`src/rtl/bsfetch_pkg.sv`:
```
package bsfetch_pkg;
  typedef enum logic [1:0] {
    ST_IDLE = 2'd0,
    ST_REQ  = 2'd1,
    ST_WAIT = 2'd2
  } fetch_st_e;

  localparam logic [1:0] SEL_ADDR  = 2'd0;
  localparam logic [1:0] SEL_COUNT = 2'd1;
  localparam logic [1:0] SEL_CTRL  = 2'd2;
endpackage

```
`src/rtl/bsfetch_fifo.sv`:
```
module bsfetch_fifo #(
  parameter int DW    = 8,
  parameter int DEPTH = 64,
  localparam int PW   = $clog2(DEPTH),
  localparam int CNTW = $clog2(DEPTH + 1)
) (
  input  logic            clk,
  input  logic            rst,
  input  logic            push,
  input  logic [DW-1:0]   din,
  input  logic            pop,
  output logic [DW-1:0]   dout,
  output logic            empty,
  output logic [CNTW-1:0] cnt
);
  logic [DW-1:0] mem [DEPTH];
  logic [PW-1:0] wr_ptr, rd_ptr;
  logic          do_pop;

  assign do_pop = pop && (cnt != '0);

  always_ff @(posedge clk) begin
    if (push) mem[wr_ptr] <= din;
  end

  always_ff @(posedge clk) begin
    if (rst) begin
      wr_ptr <= '0;
      rd_ptr <= '0;
      cnt    <= '0;
    end else begin
      if (push)   wr_ptr <= wr_ptr + 1'b1;
      if (do_pop) rd_ptr <= rd_ptr + 1'b1;
      if (push && !do_pop)      cnt <= cnt + 1'b1;
      else if (!push && do_pop) cnt <= cnt - 1'b1;
    end
  end

  assign dout  = mem[rd_ptr];
  assign empty = (cnt == '0);
endmodule

```
`src/rtl/bsfetch_ctrl.sv`:
```
module bsfetch_ctrl
  import bsfetch_pkg::*;
#(
  parameter int CW    = 24,
  parameter int DEPTH = 64,
  localparam int LENW = $clog2(DEPTH) + 1
) (
  input  logic            clk,
  input  logic            rst,
  input  logic [CW-1:0]   cur_count,
  input  logic            fifo_empty,
  input  logic            hold_off,
  input  logic            mem_gnt,
  input  logic            mem_rvalid,
  output logic            mem_req,
  output logic [LENW-1:0] mem_len,
  output logic            push,
  output logic            burst_done,
  output logic            busy
);
  fetch_st_e       st_q;
  logic [LENW-1:0] len_q;
  logic [LENW-1:0] beats_q;

  assign push       = (st_q == ST_WAIT) && mem_rvalid;
  assign burst_done = push && (beats_q == len_q - LENW'(1));

  always_ff @(posedge clk) begin
    if (rst) begin
      st_q    <= ST_IDLE;
      len_q   <= '0;
      beats_q <= '0;
    end else begin
      case (st_q)
        ST_IDLE: if (cur_count != '0 && fifo_empty && !hold_off) begin
          st_q  <= ST_REQ;
          len_q <= (cur_count >= CW'(DEPTH)) ? LENW'(DEPTH) : cur_count[LENW-1:0];
        end
        ST_REQ: if (mem_gnt) begin
          st_q    <= ST_WAIT;
          beats_q <= '0;
        end
        ST_WAIT: if (mem_rvalid) begin
          beats_q <= beats_q + 1'b1;
          if (burst_done) st_q <= ST_IDLE;
        end
        default: st_q <= ST_IDLE;
      endcase
    end
  end

  assign mem_req = (st_q == ST_REQ);
  assign mem_len = len_q;
  assign busy    = (st_q != ST_IDLE);
endmodule

```
`src/rtl/bsfetch_regs.sv`:
```
module bsfetch_regs
  import bsfetch_pkg::*;
#(
  parameter int AW   = 32,
  parameter int CW   = 24,
  parameter int HW   = 32,
  parameter int LENW = 7
) (
  input  logic            clk,
  input  logic            rst,
  input  logic            host_we,
  input  logic [1:0]      host_sel,
  input  logic [HW-1:0]   host_wdata,
  output logic [HW-1:0]   host_rdata,
  input  logic            busy,
  input  logic            burst_done,
  input  logic [LENW-1:0] burst_len,
  output logic [AW-1:0]   cur_addr,
  output logic [CW-1:0]   cur_count,
  output logic            irq
);
  logic          flag_q, en_q, flag_d, en_d;
  logic          wr_addr, wr_count, wr_ctrl;
  logic          unused_hi;

  assign unused_hi = ^host_wdata[HW-1:CW];
  assign wr_addr   = host_we && host_sel == SEL_ADDR  && !busy;
  assign wr_count  = host_we && host_sel == SEL_COUNT && !busy;
  assign wr_ctrl   = host_we && host_sel == SEL_CTRL;

  always_comb begin
    flag_d = flag_q;
    en_d   = en_q;
    if (wr_ctrl) begin
      en_d = host_wdata[1];
      if (host_wdata[0]) flag_d = 1'b0;
    end
    if (wr_count && host_wdata[CW-1:0] != '0) flag_d = 1'b0;
    if (burst_done && cur_count == CW'(burst_len)) flag_d = 1'b1;
  end

  always_ff @(posedge clk) begin
    if (rst) begin
      cur_addr   <= '0;
      cur_count  <= '0;
      flag_q     <= 1'b0;
      en_q       <= 1'b0;
      irq        <= 1'b0;
      host_rdata <= '0;
    end else begin
      if (burst_done) begin
        cur_addr  <= cur_addr + AW'(burst_len);
        cur_count <= cur_count - CW'(burst_len);
      end else begin
        if (wr_addr)  cur_addr  <= host_wdata[AW-1:0];
        if (wr_count) cur_count <= host_wdata[CW-1:0];
      end
      flag_q <= flag_d;
      en_q   <= en_d;
      irq    <= flag_d && en_d;
      case (host_sel)
        SEL_ADDR:  host_rdata <= HW'(cur_addr);
        SEL_COUNT: host_rdata <= HW'(cur_count);
        SEL_CTRL:  host_rdata <= HW'({en_q, flag_q});
        default:   host_rdata <= '0;
      endcase
    end
  end
endmodule

```
`src/rtl/bsfetch_top.sv`:
```
module bsfetch_top #(
  parameter int AW    = 32,
  parameter int CW    = 24,
  parameter int HW    = 32,
  parameter int DEPTH = 64,
  localparam int LENW = $clog2(DEPTH) + 1,
  localparam int CNTW = $clog2(DEPTH + 1)
) (
  input  logic            clk,
  input  logic            rst,
  input  logic            host_we,
  input  logic [1:0]      host_sel,
  input  logic [HW-1:0]   host_wdata,
  output logic [HW-1:0]   host_rdata,
  output logic            mem_req,
  input  logic            mem_gnt,
  output logic [AW-1:0]   mem_addr,
  output logic [LENW-1:0] mem_len,
  input  logic            mem_rvalid,
  input  logic [7:0]      mem_rdata,
  output logic            out_valid,
  output logic [7:0]      out_data,
  input  logic            out_ready,
  output logic            irq
);
  logic [CW-1:0]   cur_count;
  logic [CNTW-1:0] fifo_cnt;
  logic            fifo_empty, push, burst_done, busy;

  bsfetch_fifo #(.DW(8), .DEPTH(DEPTH)) i_fifo (
    .clk(clk), .rst(rst), .push(push), .din(mem_rdata),
    .pop(out_ready), .dout(out_data), .empty(fifo_empty), .cnt(fifo_cnt)
  );

  bsfetch_ctrl #(.CW(CW), .DEPTH(DEPTH)) i_ctrl (
    .clk(clk), .rst(rst), .cur_count(cur_count), .fifo_empty(fifo_empty),
    .hold_off(host_we), .mem_gnt(mem_gnt), .mem_rvalid(mem_rvalid),
    .mem_req(mem_req), .mem_len(mem_len), .push(push),
    .burst_done(burst_done), .busy(busy)
  );

  bsfetch_regs #(.AW(AW), .CW(CW), .HW(HW), .LENW(LENW)) i_regs (
    .clk(clk), .rst(rst), .host_we(host_we), .host_sel(host_sel),
    .host_wdata(host_wdata), .host_rdata(host_rdata), .busy(busy),
    .burst_done(burst_done), .burst_len(mem_len), .cur_addr(mem_addr),
    .cur_count(cur_count), .irq(irq)
  );

  assign out_valid = !fifo_empty;
endmodule

```
`config.mk`:
```
export PLATFORM = sky130hd
export DESIGN_NAME = bsfetch_top
export DESIGN_NICKNAME = d
export VERILOG_FILES = /design/src/rtl/bsfetch_pkg.sv /design/src/rtl/bsfetch_fifo.sv /design/src/rtl/bsfetch_ctrl.sv /design/src/rtl/bsfetch_regs.sv /design/src/rtl/bsfetch_top.sv
export SDC_FILE = /design/constraint.sdc
export NUM_CORES = 1
export LEC_CHECK = 0
export BUFFER_PORTS_ARGS = -buffer_cell sky130_fd_sc_hd__buf_2
export CAP_MARGIN = 10
export CORE_MARGIN = 1.5
export CORE_UTILIZATION = 50
export CTS_CLUSTER_DIAMETER = 150
export DETAILED_ROUTE_END_ITERATION = 10
export PLACE_DENSITY_LB_ADDON = 0.15
export SYNTH_ARGS = -nofsm -noshare
export SYNTH_HDL_FRONTEND = slang
export SYNTH_HIERARCHICAL = 1
export SYNTH_SLANG_ARGS = --single-unit
```
`constraint.sdc`:
```
create_clock -name clk -period 3.75 [get_ports clk]
set_input_delay 0.75 -clock clk [delete_from_list [all_inputs] [get_ports clk]]
set_output_delay 0.75 -clock clk [all_outputs]
set_load 0.1 [all_outputs]
```
==> run summary <==
RSZ-0062 raised after global routing -> true
clk buf depth -> 3
vias -> 16.9k
Mapped Cells -> 1768
die width -> 237 µm
Final Slew Violations -> 0
Reg clk slew, reported paths -> 0.06 ns
Multi-input gate area -> 8720 µm²
Worst Tran Pin Value -> 1.26 ns
via count of the first global-routing pass -> 16.8k
max incr delay on CP -> 0.50 ns
mapped cell area -> 27300 µm²
Initial Utilization -> 50.6%
syn avg cell area -> 15.4 µm²
area of the die -> 56000 µm²
die height -> 237 µm
initial antenna violation count -> 0
Setup CP Type -> flop to primary output
post-synthesis register bit count -> 644
Synth Warn # -> 6
CP Capture Type -> primary output
Seq/Total Area, Yosys -> 66.0%
most frequent cells in the layout -> 512 x edfxtp_1, 170 x nor2_1, 131 x mux4_2, 125 x dfxtp_1, 123 x buf_4
DR WL/cell -> 25.2 µm
worst hold slack -> 0.459 ns
Setup Viol. Count Final -> 0
Root Driver -> clkbuf_16
Post-synth EDFFs -> 512
nets@finish -> 2084
MaxCap Viol Count -> 0
DRT Pass-1 Iters -> 5
Worst Path Arrival -> 2.94 ns
clock latency on the worst-skew pair -> 0.59 ns
status -> completed
crit path time final -> 3.69 ns
buffer and inverter count on the worst path -> 3
clock skew -> 0.0211 ns
max_slew headroom -> 15.8%
worst vdd ir -> 0.365 mV
CTS tree -> built
CP top delay family -> multiplexers
syn_nets -> 1843
met1 usage -> 33.4%
Post-Route WL -> 69.3 mm
DRC -> 0
ranking of synthesized cells by area -> edfxtp_1 56%, mux4_2 11%, dfxtp_1 9.7%, mux2i_1 2.8%, nor2_1 2.3%
Yosys cell types -> 89
met3 usage -> 4.21%
Reg2Reg Launch Point -> i_ctrl/mem_len[1]$_SDFFE_PP0P_
Critical Path, Cell by Cell -> buf_8 > buf_4 > mux4_2 > mux2_2 > nand3_1 > a31oi_1 > or3_4 > buf_12
Most Used Layer, Global Route -> met2
global route overflow -> 0
Vias per Instance -> 6.14
GRT Util Overall -> 24.9%
Leak -> 10.7 nW
Fin. Hold Viols -> 0
first-pass GRT wire length -> 104 mm
Placer Congestion -> 0.872
Initial DRC Count -> 1413
Routed Antenna Nets -> 0
CP Data Required Time -> 3.00 ns
pin count of the biggest net entering global routing -> 65
power per cell area -> 564 nW/µm²
most used flip-flop cell after synthesis -> edfxtp_1
H-tree levels -> 3
I/O pins -> 130
Hold Crit Start -> host_wdata[8]
share of layout cells above drive strength 1 -> 26.5%
fmax -> 0.271 GHz
Synth top area share -> 56.3%
CP Max Fanout -> 6
Final TNS setup -> 0 ns
slowest CP cell -> mux4_2
Area growth syn-to-layout -> 16.7%
Final period util -> 98.4%
largest area contributor in the netlist -> edfxtp_1
TritonCTS buffer count -> 68
worst min-delay path category -> input pin to flop
most common cell after layout, fill and taps aside -> edfxtp_1
ys async rst share -> 0%
met2 Track Usage GR -> 41.2%
Layout fillers -> 4096
number of diodes -> 0
CP Launch Type -> flop
core area -> 53900 µm²
number of port buffers -> 129
register area -> 18000 µm²
Rows -> 85
post-DP HPWL -> 45.8 mm
clock net sink count -> 644
==> state kept, by name, summed over array words and instances, names as in the netlist, named ones only <==
name and count:
i_fifo/mem 512, i_regs/cur_addr 32, i_regs/host_rdata 32, i_regs/cur_count 24
i_ctrl/beats_q 7, i_ctrl/mem_len 7, i_fifo/cnt 7, i_fifo/rd_ptr 6
i_fifo/wr_ptr 6, i_ctrl/st_q 2, i_regs/en_q 1, i_regs/flag_q 1
i_regs/irq 1
==> metrics by stage <==
step | cells | util [%] | cell area, µm² | total power [mW] | worst slack, ns
floorplan | 1768 | - | 27300 | 10.5 | 0.189
global placement | 2620 | 54.6 | 29500 | 11.4 | 0.344
detailed placement | 2620 | 54.6 | 29500 | 11.5 | 0.318
CTS | 2751 | 58.9 | 31700 | 18.0 | -0.0381
global route | 2754 | 59.0 | 31800 | 18.6 | -0.000432
finish | 2754 | 59.0 | 31800 | 18.0 | 0.0584
==> cells by family after synthesis <==
| kind of cell | synth area share [%] |
|---|---|
| xor+xnor | 1.25 |
| buf+inv | 2.37 |
| mux | 13.8 |
| flops | 66.0 |
| compound gates | 6.45 |
| simple gates | 8.78 |
| fa+ha+maj | 1.32 |
==> synthesized netlist by cell type, types with 5 or more instances <==
cell,instances
edfxtp_1,512
nor2_1,170
dfxtp_1,132
mux4_2,131
mux2i_1,76
nand2_1,71
a21oi_1,51
clkbuf_1,47
a211oi_1,44
nor2b_1,30
inv_1,29
nor4_1,29
nand3_1,28
xnor2_1,26
nor3_1,25
ha_1,24
nand2b_1,23
nand4_1,20
o21ai_0,20
buf_4,14
a311oi_1,13
buf_2,13
xor2_1,13
a21o_1,12
a22oi_1,11
a31oi_1,10
and2_1,10
buf_1,10
or3_1,10
o211ai_1,8
o21ai_1,8
a221oi_1,7
and3_1,7
o22ai_1,7
o311ai_0,7
buf_6,6
nand3b_1,6
or2_2,6
a2111oi_0,5
mux2_2,5
nand4b_1,5
o221ai_1,5
or4_1,5
==> area by class of cell <==
cell class	instances	share of cell area [%]
clock buffers	88	5.87
clock inverters	31	0.802
inverters	30	0.354
multi-input cells	997	27.4
flip-flops and latches	644	56.6
well taps	696	2.74
repair buffers	268	6.20
==> power by group <==
group / switching [mW] / internal, mW
Sequential: 0.173 / 7.80
Combinational: 2.03 / 1.49
Clock: 2.68 / 3.79
Total: 4.88 / 13.1
==> worst min-delay path, cell delays in order <==
cell,delay (ns)
buf_2,0.13
nand2_1,0.07
a21oi_1,0.05
==> worst paths after layout <==
| path | endpoint | slack (ns) | cells after the start |
|---|---|---|---|
| max | out_data[0] | 0.06 | 8 |
| min | i_regs/cur_count[8]$_SDFFE_PP0P_ | 0.46 | 3 |
| max reg2reg | i_regs/cur_count[17]$_SDFFE_PP0P_ | 0.39 | 11 |
| min reg2reg | i_fifo/cnt[6]$_SDFFE_PP0P_ | 0.49 | 2 |
==> metal layers <==
layer  wire (µm)  share of wire [%]
met5           0                  0
met4        1920                2.8
met3        4850                7.0
met2       33700                 49
met1       28800                 42
==> what timing repair did <==
item | in CTS | in global routing
setup buffers | 12 | 3
setup endpoints to repair | 8 | 6
hold buffers | 0 | 0
pin swaps | 1 | 0
resized for setup | 11 | 18
No activity file was read; power rests on OpenSTA's default activity.
